<file path="config.mk">
export PLATFORM = sky130hd
export DESIGN_NAME = fpga_cfg_loader
export DESIGN_NICKNAME = d
export VERILOG_FILES = /design/src/rtl/cfgld_pkg.sv /design/src/rtl/cfgld_sync.sv /design/src/rtl/cfgld_timer.sv /design/src/rtl/fpga_cfg_loader.sv
export SDC_FILE = /design/constraint.sdc
export NUM_CORES = 1
export LEC_CHECK = 0
export BUFFER_PORTS_ARGS = -buffer_cell sky130_fd_sc_hd__buf_2
export CELL_PAD_IN_SITES_DETAIL_PLACEMENT = 1
export CELL_PAD_IN_SITES_GLOBAL_PLACEMENT = 2
export CORE_MARGIN = 2
export CORE_UTILIZATION = 35
export CTS_CLUSTER_DIAMETER = 120
export DETAILED_ROUTE_END_ITERATION = 10
export PLACE_DENSITY = 0.88
export SLEW_MARGIN = 0
export SYNTH_ARGS = -nofsm -noshare
export SYNTH_HDL_FRONTEND = slang
export SYNTH_HIERARCHICAL = 1
export SYNTH_SLANG_ARGS = --single-unit
</file>
<file path="constraint.sdc">
create_clock -name clk -period 3.67 [get_ports clk]
set_input_delay 0.734 -clock clk [delete_from_list [all_inputs] [get_ports clk]]
set_output_delay 0.734 -clock clk [all_outputs]
set_load 0.01 [all_outputs]
</file>
<file path="src/rtl/cfgld_pkg.sv">
package cfgld_pkg;
    timeunit 1ns;
    timeprecision 100ps;

    typedef enum logic [3:0] {
        S_IDLE,
        S_PULSE,
        S_INIT_LO,
        S_INIT_HI,
        S_BYTE,
        S_CCLK_LO,
        S_CCLK_HI,
        S_BUSY,
        S_CLOSE,
        S_FINAL
    } ld_state_t;

    typedef enum logic [2:0] {
        FC_NONE         = 3'd0,
        FC_NO_INIT_LOW  = 3'd1,
        FC_NO_INIT_HIGH = 3'd2,
        FC_DATA_INIT    = 3'd3,
        FC_BUSY_TMO     = 3'd4,
        FC_DONE_TMO     = 3'd5
    } fail_code_t;

    function automatic int max2(input int a, input int b);
        return (a > b) ? a : b;
    endfunction
endpackage

</file>
<file path="src/rtl/cfgld_sync.sv">
module cfgld_sync #(
    parameter int W      = 3,
    parameter int STAGES = 2
) (
    input  logic         clk,
    input  logic         rst_n,
    input  logic [W-1:0] d,
    output logic [W-1:0] q
);
    timeunit 1ns;
    timeprecision 100ps;

    for (genvar g = 0; g < W; g++) begin : g_bit
        logic [STAGES-1:0] chain;
        always_ff @(posedge clk or negedge rst_n) begin
            if (!rst_n) chain <= '0;
            else        chain <= {chain[STAGES-2:0], d[g]};
        end
        assign q[g] = chain[STAGES-1];
    end
endmodule

</file>
<file path="src/rtl/cfgld_timer.sv">
module cfgld_timer #(
    parameter int W = 8
) (
    input  logic         clk,
    input  logic         rst_n,
    input  logic         clr,
    output logic [W-1:0] q
);
    timeunit 1ns;
    timeprecision 100ps;

    always_ff @(posedge clk or negedge rst_n) begin
        if (!rst_n)        q <= '0;
        else if (clr)      q <= '0;
        else if (q != '1)  q <= q + 1'b1;
    end
endmodule

</file>
<file path="src/rtl/fpga_cfg_loader.sv">
module fpga_cfg_loader
    import cfgld_pkg::*;
#(
    parameter int CNT_W      = 24,
    parameter int PROG_CYC   = 60,
    parameter int PHASE_CYC  = 2,
    parameter int INIT_TMO   = 100_000_000,
    parameter int BUSY_TMO   = 1_000_000,
    parameter int DONE_TMO   = 40_000_000,
    parameter bit BUSY_CHECK = 1'b1
) (
    input  logic             clk,
    input  logic             rst_n,
    input  logic             go,
    input  logic [CNT_W-1:0] load_len,
    input  logic             s_valid,
    input  logic [7:0]       s_data,
    output logic             s_ready,
    output logic             tgt_reset_n,
    output logic             tgt_sel_n,
    output logic             tgt_wen_n,
    output logic             tgt_cclk,
    output logic [7:0]       tgt_d,
    input  logic             tgt_init_n,
    input  logic             tgt_done,
    input  logic             tgt_busy,
    output logic             load_ok,
    output logic             load_fail,
    output logic [2:0]       fail_code
);
    timeunit 1ns;
    timeprecision 100ps;

    localparam int LIM_MAX = max2(max2(max2(PROG_CYC, PHASE_CYC), max2(INIT_TMO, BUSY_TMO)), DONE_TMO);
    localparam int TMR_W   = $clog2(LIM_MAX) + 1;
    localparam logic [TMR_W-1:0] PROG_END  = TMR_W'(PROG_CYC - 1);
    localparam logic [TMR_W-1:0] PHASE_END = TMR_W'(PHASE_CYC - 1);
    localparam logic [TMR_W-1:0] INIT_END  = TMR_W'(INIT_TMO - 1);
    localparam logic [TMR_W-1:0] BUSY_END  = TMR_W'(BUSY_TMO - 1);
    localparam logic [TMR_W-1:0] DONE_END  = TMR_W'(DONE_TMO - 1);

    ld_state_t        st, st_nx;
    logic [TMR_W-1:0] tmr;
    logic [2:0]       sync_q;
    logic             init_up, done_s, busy_s;
    logic [CNT_W-1:0] rem;
    logic [7:0]       dreg;
    logic             take, fail_set, ok_set, ready_c;
    fail_code_t       fail_val, code_q;
    logic             ok_q, fail_q;

    // status inputs: bit 0 INIT (high = released), bit 1 DONE, bit 2 BUSY
    cfgld_sync #(.W(3), .STAGES(2)) u_sync (
        .clk   (clk),
        .rst_n (rst_n),
        .d     ({tgt_busy, tgt_done, tgt_init_n}),
        .q     (sync_q)
    );
    assign init_up = sync_q[0];
    assign done_s  = sync_q[1];
    assign busy_s  = sync_q[2];

    // one shared phase/timeout counter, cleared on every state change
    cfgld_timer #(.W(TMR_W)) u_tmr (
        .clk   (clk),
        .rst_n (rst_n),
        .clr   (st_nx != st),
        .q     (tmr)
    );

    assign ready_c = (st == S_BYTE) && (rem != '0) && !done_s && init_up;
    assign take    = ready_c && s_valid;
    assign s_ready = ready_c;

    // state register
    always_ff @(posedge clk or negedge rst_n) begin
        if (!rst_n) st <= S_IDLE;
        else        st <= st_nx;
    end

    // next state and run verdicts
    always_comb begin
        st_nx    = st;
        fail_set = 1'b0;
        fail_val = FC_NONE;
        ok_set   = 1'b0;
        unique case (st)
            S_IDLE:    if (go) st_nx = S_PULSE;
            S_PULSE:   if (tmr == PROG_END) st_nx = S_INIT_LO;
            S_INIT_LO: begin
                if (!init_up) st_nx = S_INIT_HI;
                else if (tmr == INIT_END) begin
                    st_nx = S_IDLE; fail_set = 1'b1; fail_val = FC_NO_INIT_LOW;
                end
            end
            S_INIT_HI: begin
                if (init_up) st_nx = S_BYTE;
                else if (tmr == INIT_END) begin
                    st_nx = S_IDLE; fail_set = 1'b1; fail_val = FC_NO_INIT_HIGH;
                end
            end
            S_BYTE: begin
                if ((rem == '0) || done_s) st_nx = S_CLOSE;
                else if (!init_up) begin
                    st_nx = S_IDLE; fail_set = 1'b1; fail_val = FC_DATA_INIT;
                end
                else if (s_valid) st_nx = S_CCLK_LO;
            end
            S_CCLK_LO: if (tmr == PHASE_END) st_nx = S_CCLK_HI;
            S_CCLK_HI: if (tmr == PHASE_END) st_nx = BUSY_CHECK ? S_BUSY : S_BYTE;
            S_BUSY: begin
                if (!busy_s) st_nx = S_BYTE;
                else if (tmr == BUSY_END) begin
                    st_nx = S_IDLE; fail_set = 1'b1; fail_val = FC_BUSY_TMO;
                end
            end
            S_CLOSE:   st_nx = S_FINAL;
            S_FINAL: begin
                if (done_s && init_up) begin
                    st_nx = S_IDLE; ok_set = 1'b1;
                end
                else if (tmr == DONE_END) begin
                    st_nx = S_IDLE; fail_set = 1'b1; fail_val = FC_DONE_TMO;
                end
            end
            default:   st_nx = S_IDLE;
        endcase
    end

    // target-facing lines, decoded from the state register
    always_comb begin
        tgt_reset_n = 1'b1;
        tgt_sel_n   = 1'b1;
        tgt_wen_n   = 1'b1;
        tgt_cclk    = 1'b1;
        unique case (st)
            S_PULSE, S_INIT_LO: tgt_reset_n = 1'b0;
            S_BYTE, S_CCLK_HI, S_BUSY: begin
                tgt_sel_n = 1'b0;
                tgt_wen_n = 1'b0;
            end
            S_CCLK_LO: begin
                tgt_sel_n = 1'b0;
                tgt_wen_n = 1'b0;
                tgt_cclk  = 1'b0;
            end
            S_CLOSE:   tgt_wen_n = 1'b0;
            default:   ;
        endcase
    end

    // byte counter, data latch and run status
    always_ff @(posedge clk or negedge rst_n) begin
        if (!rst_n) begin
            rem    <= '0;
            dreg   <= '0;
            ok_q   <= 1'b0;
            fail_q <= 1'b0;
            code_q <= FC_NONE;
        end else begin
            if ((st == S_IDLE) && go) begin
                rem    <= load_len;
                ok_q   <= 1'b0;
                fail_q <= 1'b0;
                code_q <= FC_NONE;
            end
            if (take) begin
                dreg <= s_data;
                rem  <= rem - 1'b1;
            end
            if (fail_set) begin
                fail_q <= 1'b1;
                code_q <= fail_val;
            end
            if (ok_set) ok_q <= 1'b1;
        end
    end

    assign tgt_d     = dreg;
    assign load_ok   = ok_q;
    assign load_fail = fail_q;
    assign fail_code = code_q;

    assert_reset_unselected_R2: assert property (@(posedge clk) disable iff (!rst_n)
        !tgt_reset_n |-> tgt_sel_n);
    assert_sel_needs_wen_R4: assert property (@(posedge clk) disable iff (!rst_n)
        !tgt_sel_n |-> !tgt_wen_n);
    assert_cclk_low_selected_R5: assert property (@(posedge clk) disable iff (!rst_n)
        !tgt_cclk |-> !tgt_sel_n);
    assert_data_hold_low_R5: assert property (@(posedge clk) disable iff (!rst_n)
        (!tgt_cclk && $past(!tgt_cclk)) |-> $stable(tgt_d));
    assert_data_hold_rise_R5: assert property (@(posedge clk) disable iff (!rst_n)
        $rose(tgt_cclk) |-> $stable(tgt_d));
    assert_ready_phase_R6: assert property (@(posedge clk) disable iff (!rst_n)
        s_ready |-> (tgt_cclk && !tgt_sel_n && tgt_reset_n));
    assert_wen_after_sel_R10: assert property (@(posedge clk) disable iff (!rst_n)
        (tgt_sel_n && !tgt_wen_n) |=> tgt_wen_n);
    assert_status_excl_R12: assert property (@(posedge clk) disable iff (!rst_n)
        !(load_ok && load_fail));
    assert_code_zero_R12: assert property (@(posedge clk) disable iff (!rst_n)
        !load_fail |-> (fail_code == 3'd0));
    assert_code_set_R12: assert property (@(posedge clk) disable iff (!rst_n)
        load_fail |-> (fail_code != 3'd0));
    assert_fail_release_R12: assert property (@(posedge clk) disable iff (!rst_n)
        $rose(load_fail) |-> (tgt_reset_n && tgt_sel_n && tgt_wen_n));
endmodule

</file>
### Yosys cells after proc, flatten, opt, wreduce, memory -nomap -nowiden

Cells that the tools add are included.

| cells by class | value |
|---|---|
| add/subtract/negate cells | 2 |
| eq/ne operators | 16 |
| muxes and demuxes | 51 |
| reductions and logical operators | 18 |

Operators with widths:

| cell | number |
|---|---|
| $mux W28 | 2 |
| $mux W4 | 14 |
| $mux W24 | 2 |
| $pmux W4 S10 | 1 |
| $add A28 B1 Y28 const B | 1 |
| $eq A28 B1 Y1 const B | 1 |
| $eq A28 B20 Y1 const B | 1 |
| $eq A28 B26 Y1 const B | 1 |
| $eq A28 B27 Y1 const B | 1 |
| $eq A28 B6 Y1 const B | 1 |
| $ne A28 B28 Y1 const B | 1 |
| $logic_not A24 Y1 | 1 |
| $reduce_bool A24 Y1 | 1 |
| $sub A24 B1 Y24 const B | 1 |
| $mux W1 | 20 |
| $mux W3 | 6 |
| $eq A4 B3 Y1 const B | 4 |
| $pmux W3 S5 | 1 |
| $eq A4 B2 Y1 const B | 2 |
| $eq A4 B4 Y1 const B | 2 |
| $mux W2 | 4 |
| $reduce_bool A2 Y1 | 4 |
| $logic_and A1 B1 Y1 | 6 |
| $pmux W1 S5 | 1 |
| other kinds (8) | 8 |

| word-level totals | value |
|---|---|
| register bits | 75 |
| output and inout port bits | 18 |
| word-level logic and storage cells | 97 |

### Logic depth before layout (Yosys ltp)

Gate-level depths: netlist (run 1).

| depth | value |
|---|---|
| depth in word-level cells | 6 |
| gate-level depth with buffers | 11 |

### Hierarchy

Netlist (run 1), hierarchy kept.

Modules (own cells, without submodules):

| module | instances | cells an instance | area each (sq um) | sequential area each (sq um) |
|---|---|---|---|---|
| fpga_cfg_loader | 1 | 324 | 2603.7 | 1026.0 |
| cfgld_timer | 1 | 169 | 1567.8 | 700.7 |
| cfgld_sync | 1 | 9 | 172.7 | 150.1 |

### Worst setup path after synthesis (run 1)

OpenSTA, ideal clock, no wires.

| timing path | value |
|---|---|
| kind | reg2reg |
| start point | reg rem[6] |
| end point | reg u_tmr.q[17] |
| arrival | 3.018 ns |
| data required time | 3.603 ns |
| path slack | 0.585 ns |
| cell stages (with the launch flop) | 9 |
| buffers on the path | 1 |
| clock period less this slack | 3.085 ns |
| cells stage by stage | dfrtp_1 > or4_1 > buf_2 > nand3b_4 > nor3_2 > o21ai_1 > or3_1 > or4_2 > nand2_1 |

| between the ends | value |
|---|---|
| longest elaborated chain between the ends | 6 |

Ends and longest elaborated chain:

| element | RTL line | RTL |
|---|---|---|
| from (decl) | fpga_cfg_loader.sv:46 | `logic [CNT_W-1:0] rem;` |
| from (signal assigned) | fpga_cfg_loader.sv:162 | `rem <= load_len;` |
| from (signal assigned) | fpga_cfg_loader.sv:169 | `rem <= rem - 1'b1;` |
| $logic_not A24 Y1 (*) | fpga_cfg_loader.sv:103 | `if ((rem == '0) \|\| done_s) st_nx = S_CLOSE;` |
| $logic_or A1 B1 Y1 (*) | fpga_cfg_loader.sv:103 |  |
| $mux W4 (*) | fpga_cfg_loader.sv:103 |  |
| $pmux W4 S10 (*) | fpga_cfg_loader.sv:87 | `unique case (st)` |
| $ne A4 B4 Y1 (*) | fpga_cfg_loader.sv:67 | `.clr (st_nx != st),` |
| $mux W28 or $reduce_bool A2 Y1 (tied branches) | -- |  |
| to (signal assigned) | cfgld_timer.sv:15 | `else if (q != '1) q <= q + 1'b1;` |
| to (decl) | cfgld_timer.sv:7 | `output logic [W-1:0] q` |

Mark *: on every way between the ends. The rest lies on a longest branch, timed or not.
A chain may end at the register's enable or synchronous reset.

### Worst setup path after layout (run 1)

| timing path | value |
|---|---|
| start point | reg u_tmr.q[8] |
| end point | reg u_tmr.q[17] |

| between the ends | value |
|---|---|
| longest elaborated chain between the ends | 6 |

Ends and longest elaborated chain:

| element | RTL line | RTL |
|---|---|---|
| $eq A28 B26 Y1 (tied with other cells) | fpga_cfg_loader.sv:122 | `else if (tmr == DONE_END) begin` |
| $mux W4 (on tied branches) (2 in a row) | -- |  |
| $pmux W4 S10 | fpga_cfg_loader.sv:87 |  |
| $ne A4 B4 Y1 | fpga_cfg_loader.sv:67 |  |
| $mux W28 or $reduce_bool A2 Y1 (tied branches) | -- |  |

Several ways; a longest one is shown, not always the timed one. The select of a mux whose other input is x is not followed.

==> results.py, run 1 <==
metrics = {
    "outcome": {
        "status": "finished clean",
    },
    "synth": {
        "avgSynthCellArea_um2": 8.654,
        "yosysWarnings": 6,
        "syn-num-nets": 543,
        "yosysSeqAreaShare_pct": 43.20,
        "ys_async_sr_fraction_pct": 100.0,
        "synthFlopType": "dfrtp_1",
        "netlist_area_um2": 4344,
        "yosysUniqueCellTypes": 66,
        "syn_inst": 502,
        "synth_edf_count": 0,
        "yosys_register_bits": 75,
    },
    "detailed_routing": {
        "wire_per_inst_um": 18.05,
        "finalWirelength_um": 13140,
        "route.detailed.drc": 0,
        "detail-route-antenna-nets": 0,
        "drt_iter0_drc": 143,
        "drtPass1Iterations": 4,
        "vias": 4158,
        "via_per_inst": 5.712,
    },
    "sta": {
        "finClkSkew_ps": 9.113,
        "rsz0062_at_grt": "false",
        "finalSetupViolCount": 0,
        "relSlewSlack_pct": 35.73,
        "fin_tns_setup_ps": 0,
        "fin_crit_sh_pct": 86.92,
        "report.final.hold_viol_count": 0,
        "slew_viol_final": 0,
        "fin_crit_ps": 3190,
        "max_freq_mhz": 313.5,
        "worst_pin_slew_ps": 964.0,
    },
    "finish": {
        "diodes": 0,
        "area_growth_syn_to_layout_pct": 17.08,
        "drive_gt1_share_pct": 18.93,
        "nNetsFinal": 596,
    },
    "clock_tree": {
        "ctsHoldBuffers": 0,
        "cts_tree": "built",
        "cts-root-buf": "clkbuf_16",
        "cts_resized": 0,
        "clkLatencyLatePin_ps": 340,
        "htree_num_levels": 3,
        "postCtsSetupRepairBufs": 0,
        "clock_sinks": 75,
        "numCtsBuffers": 9,
        "clockBufferDepth": 2,
        "clkTransAtPathRegs_ps": 60,
    },
    "pwr": {
        "power.total_w": 0.001772,
        "ir_drop_mv": 0.3400,
        "p_leak_nw": 2.161,
        "power.density_nw_per_um2": 348.5,
    },
    "worst_setup_path": {
        "crit_fanout": 6,
        "critPathKind": "reg -> reg",
        "cp-startpoint": "u_tmr/q[8]",
        "worstSetupStartpointType": "register",
        "cp.required_ps": 3950,
        "r2r-start": "u_tmr/q[8]",
        "arrival_ps": 3470,
        "crit_path_end_kind": "register",
    },
    "placed_design": {
        "hpwlAfterDp_um": 9340,
        "numPortBuffers": 56,
        "gp_congestion": 0.8550,
    },
    "floorplan": {
        "start_util_pct": 36.02,
        "die_y_um": 115.4,
        "fp-row-count": 40,
        "ios": 57,
        "die_w_um": 115.4,
        "die-area_um2": 13320,
        "fp.coreArea_um2": 12060,
    },
    "global_routing": {
        "grtUsageTotal_pct": 21.10,
        "grt_antenna_before_repair": 0,
        "use_met3_pct": 4.550,
        "grt_max_degree": 76,
        "grt_util_met2_pct": 35.75,
        "grt_overflow": 0,
        "use_met1_pct": 26.87,
        "grt_pass1_vias": 4320,
        "grt_busiest_layer": "met2",
        "grt_pass1_wl_um": 21940,
    },
    "run": {
        "drv_cap": 0,
    },
    "min_path": {
        "hp-class": "reg -> reg",
        "hold_path_startpoint": "u_sync/g_bit[1].chain[0]",
    },
}
[cell usage after synthesis (4+ instances only)]
cell type | count | area share (%)
and3_1 | 15 | 2.2
nand2_1 | 76 | 6.6
or4_1 | 5 | 0.86
o311ai_0 | 5 | 1.0
nand4_1 | 15 | 2.2
nand4b_1 | 4 | 0.81
a21oi_1 | 27 | 3.1
xor2_1 | 5 | 1.0
o211ai_1 | 11 | 1.9
nor3_1 | 22 | 2.5
o21a_1 | 5 | 0.86
o221ai_1 | 5 | 1.0
nand3_1 | 26 | 3.0
a31oi_1 | 6 | 0.86
dfrtp_1 | 75 | 43
and4_1 | 6 | 1.2
nor2_1 | 45 | 3.9
nor4_1 | 13 | 1.9
or3_1 | 8 | 1.2
buf_2 | 4 | 0.46
or3_2 | 6 | 1.0
a211oi_1 | 4 | 0.69
xnor2_1 | 7 | 1.4
inv_1 | 12 | 1.0
clkbuf_1 | 14 | 1.2
nor2b_1 | 5 | 0.72
o21ai_0 | 22 | 2.5
[cells in the final DEF (no fill, tap or decap), types with 3 or more instances in the layout]
master and n:
a21oi_1 27, o21ai_0 22, nor2b_1 5, a31oi_1 6, a211oi_1 4, or3_1 8
nor4_1 13, o221ai_1 5, clkbuf_16 9, and3_1 15, or3_2 6, dfrtp_1 75
clkinv_2 3, o21a_1 5, nand2b_1 3, nand4b_1 4, nand3_1 26, nor2_1 45
and4_1 6, xor2_1 5, xnor2_1 7, buf_2 55, nand4_1 15, or4_1 5
o311ai_0 5, and2_1 3, buf_4 9, nand2_1 76, inv_1 12, nor3_1 22
o211ai_1 11
[logic make-up after synthesis]
kind of cell	after synthesis	share of synthesized area [%]
buffers and inverters	34	3.485
DFF	75	43.20
muxes	3	0.7200
adders and majority gates	2	0.5759
xor gates and xnor gates	12	2.419
AOI/OAI and AO/OA	104	15.84
and+or+nand+nor	272	33.76
[through the flow]
| step | cell area [um^2] | hold WS [ps] | std cells | util [%] | setup slack, ps |
|---|---|---|---|---|---|
| 6_report | 5086 | 347.5 | 728 | 42.17 | 480.0 |
| 5_1_grt | 5086 | 352.3 | 728 | 42.17 | 239.7 |
| 4_1_cts | 5086 | 349.8 | 728 | 42.17 | 453.5 |
| 3_5_place_dp | 4791 | 337.2 | 712 | 39.72 | 479.3 |
| 3_3_place_gp | 4791 | 334.6 | 712 | 39.72 | 608.8 |
| 2_1_floorplan | 4344 | 331.2 | 502 | - | 585.2 |
[layout make-up]
type	count	area, um^2
clock inverters	5	52.55
repair buffers	64	342.8
inverters	12	45.04
well taps	168	210.2
flip-flops and latches	75	1877
multi-input cells	393	2316
fillers	1459	6975
clock buffers	11	242.7
[path summary, 6_finish.rpt]
check	endpoint	slack (ps)	cells after the start
max	u_tmr/q[17]	480	8
min	u_sync/g_bit[1].chain[1]	350	0
max reg2reg	u_tmr/q[17]	480	8
min reg2reg	u_sync/g_bit[1].chain[1]	350	0
max in group asynchronous	u_tmr/q[0]	2500	1
min in group asynchronous	rem[6]	540	1
[power by group]
group	switching, W	internal, W	total, W
sequential	0.00000288	0.000830	0.000833
clock	0.000358	0.000542	0.000900
combinational	0.0000242	0.0000153	0.0000396
total	0.000385	0.00139	0.00177
[registers in the layout (all words and copies together) (netlist names)]
register and count:
u_tmr/q 28, rem 24, tgt_d 8, u_sync/g_bit.chain 6, st 4, fail_code 3
load_fail 1, load_ok 1
[critical path: stages, from the launching register on]
cell and delay, ps:
dfrtp_1 440, nor4_1 500, nand3_1 180, o41a_1 450, a211oi_1 300, o221ai_1 170
or3_1 350, or4_2 660, nand2_1 80
[per-layer routing]
| metal | vias up | routed length, um | part of all wire [%] |
|---|---|---|---|
| met5 | - | 0 | 0 |
| met4 | 0 | 250 | 1.9 |
| met3 | 18 | 538 | 4.1 |
| met2 | 88 | 6467 | 49 |
| met1 | 2083 | 5887 | 45 |
| li1 | 1969 | - | - |
Note: power is estimated with default switching activity, not from simulation.
==> run 2, diff against run 1 <==
- CELL_PAD_IN_SITES_DETAIL_PLACEMENT: 1 -> 0
- CELL_PAD_IN_SITES_GLOBAL_PLACEMENT: 2 -> 1
- CORE_UTILIZATION: 35 -> 44
==> results.py, run 2 (synthesis results as in run 1) <==
metrics = {
    "detailed_routing": {
        "via_per_inst": 5.936,
        "wire_per_inst_um": 16.48,
        "drtPass1Iterations": 5,
        "detail-route-antenna-nets": 0,
        "finalWirelength_um": 11410,
        "drt_iter0_drc": 225,
        "route.detailed.drc": 0,
        "vias": 4108,
    },
    "finish": {
        "largest_reg_flops": 28,
        "largest_register": "u_tmr/q",
        "finalNonFillerCells": 692,
        "final_common_cell": "nand2_1",
        "postLayoutCoreUtil_pct": 51.02,
        "nNetsFinal": 596,
        "area_growth_syn_to_layout_pct": 13.74,
        "fillers": 937,
        "ff_latch_area_um2": 1877,
        "diodes": 0,
        "most-common-layout-cells": "nand2_1, dfrtp_1, buf_2",
        "drive_gt1_share_pct": 18.60,
        "multi_input_area_um2": 2316,
    },
    "clock_tree": {
        "cts-root-buf": "clkbuf_8",
        "clockBufferDepth": 2,
        "cts_tree": "built",
        "clkLatencyLatePin_ps": 350,
        "ctsHoldBuffers": 0,
        "cts_resized": 0,
        "clock_sinks": 75,
        "numCtsBuffers": 9,
        "postCtsSetupRepairBufs": 0,
        "clkTransAtPathRegs_ps": 80,
        "htree_num_levels": 3,
    },
    "global_routing": {
        "grt_pass1_wl_um": 18750,
        "grt_pass1_vias": 3875,
        "grt_overflow": 0,
        "grtUsageTotal_pct": 22.34,
        "grt_antenna_before_repair": 0,
        "grt_max_degree": 76,
    },
    "pwr": {
        "power.density_nw_per_um2": 307.4,
        "power.total_w": 0.001519,
        "p_leak_nw": 2.116,
        "ir_drop_mv": 0.1294,
    },
    "run": {
        "drv_cap": 0,
    },
    "sta": {
        "worst_pin_slew_ps": 971.7,
        "report.final.hold_viol_count": 0,
        "max_freq_mhz": 315.6,
        "fin_crit_sh_pct": 86.33,
        "rsz0062_at_grt": "false",
        "relSlewSlack_pct": 35.22,
        "finClkSkew_ps": 9.436,
        "finalSetupViolCount": 0,
        "fin_crit_ps": 3168,
        "slew_viol_final": 0,
        "fin_tns_setup_ps": 0,
    },
    "floorplan": {
        "start_util_pct": 44.86,
        "fp.coreArea_um2": 9684,
        "ios": 57,
        "die_y_um": 103.4,
        "die_w_um": 103.4,
        "die-area_um2": 10680,
        "fp-row-count": 36,
    },
    "worst_setup_path": {
        "arrival_ps": 2430,
        "cpPeakStageDelay_ps": 680,
        "slowest_stage": "or4_1",
        "crit_fanout": 9,
        "crit_family": "simple AND/OR/NAND/NOR gates",
        "critPathKind": "reg -> out",
        "path_buf_inv": 2,
        "crit_path_end_kind": "primary output",
        "cp.required_ps": 2940,
        "worstSetupStartpointType": "register",
        "r2r_slack_ps": 510,
        "path_cells": "or4_1 > nand3b_4 > nor3_2 > buf_4 > nor4_1 > buf_2",
    },
    "outcome": {
        "status": "finished clean",
    },
    "placed_design": {
        "dp_cells": 677,
        "hpwlAfterDp_um": 8122,
        "gp_congestion": 0.9167,
        "numPortBuffers": 56,
    },
    "min_path": {
        "hp-class": "reg -> reg",
    },
}
## run 2: stage by stage
step,worst slack [ps],cell area [um^2],hold slack (ps)
2_1_floorplan,585.2,4344,331.2
3_3_place_gp,638.4,4747,333.4
3_5_place_dp,556.5,4747,340.4
4_1_cts,509.0,4941,358.3
5_1_grt,265.9,4941,367.4
6_report,501.6,4941,356.9
## run 2: where the power goes
group          switching, W  internal [W]  leakage [nW]
Clock              0.000300      0.000348        0.0995
Combinational     0.0000241     0.0000153          1.12
Sequential       0.00000315      0.000829         0.894
Total              0.000327       0.00119          2.12
## run 2: metal layers
layer  global-route usage, %  vias to the layer above  share of wire [%]
li1                        -                     1973                  -
met1                   31.28                     1989                 45
met2                   34.29                      135                 47
met3                   5.040                       11                6.0
met4                   7.490                        0                1.0
met5                       0                        -                  0
## run 2: layout make-up
| class | instances | share of cell area [%] |
|---|---|---|
| Multi-Input combinational cell | 393 | 46.87 |
| Inverter | 12 | 0.9116 |
| Clock buffer | 13 | 3.216 |
| Clock inverter | 2 | 0.7090 |
| Tap cell | 133 | 3.368 |
| Timing Repair Buffer | 64 | 6.938 |
| Sequential cell | 75 | 37.98 |
## run 2: worst paths after layout
path	startpoint	endpoint	depth (start not counted)
setup / recovery	rem[6]	s_ready	6
hold / removal	u_sync/g_bit[0].chain[0]	u_sync/g_bit[0].chain[1]	0
setup reg to reg	u_tmr/q[8]	u_tmr/q[17]	8
hold reg to reg	u_sync/g_bit[0].chain[0]	u_sync/g_bit[0].chain[1]	0
max in group asynchronous	rst_n	u_tmr/q[16]	1
min in group asynchronous	rst_n	st[0]	1
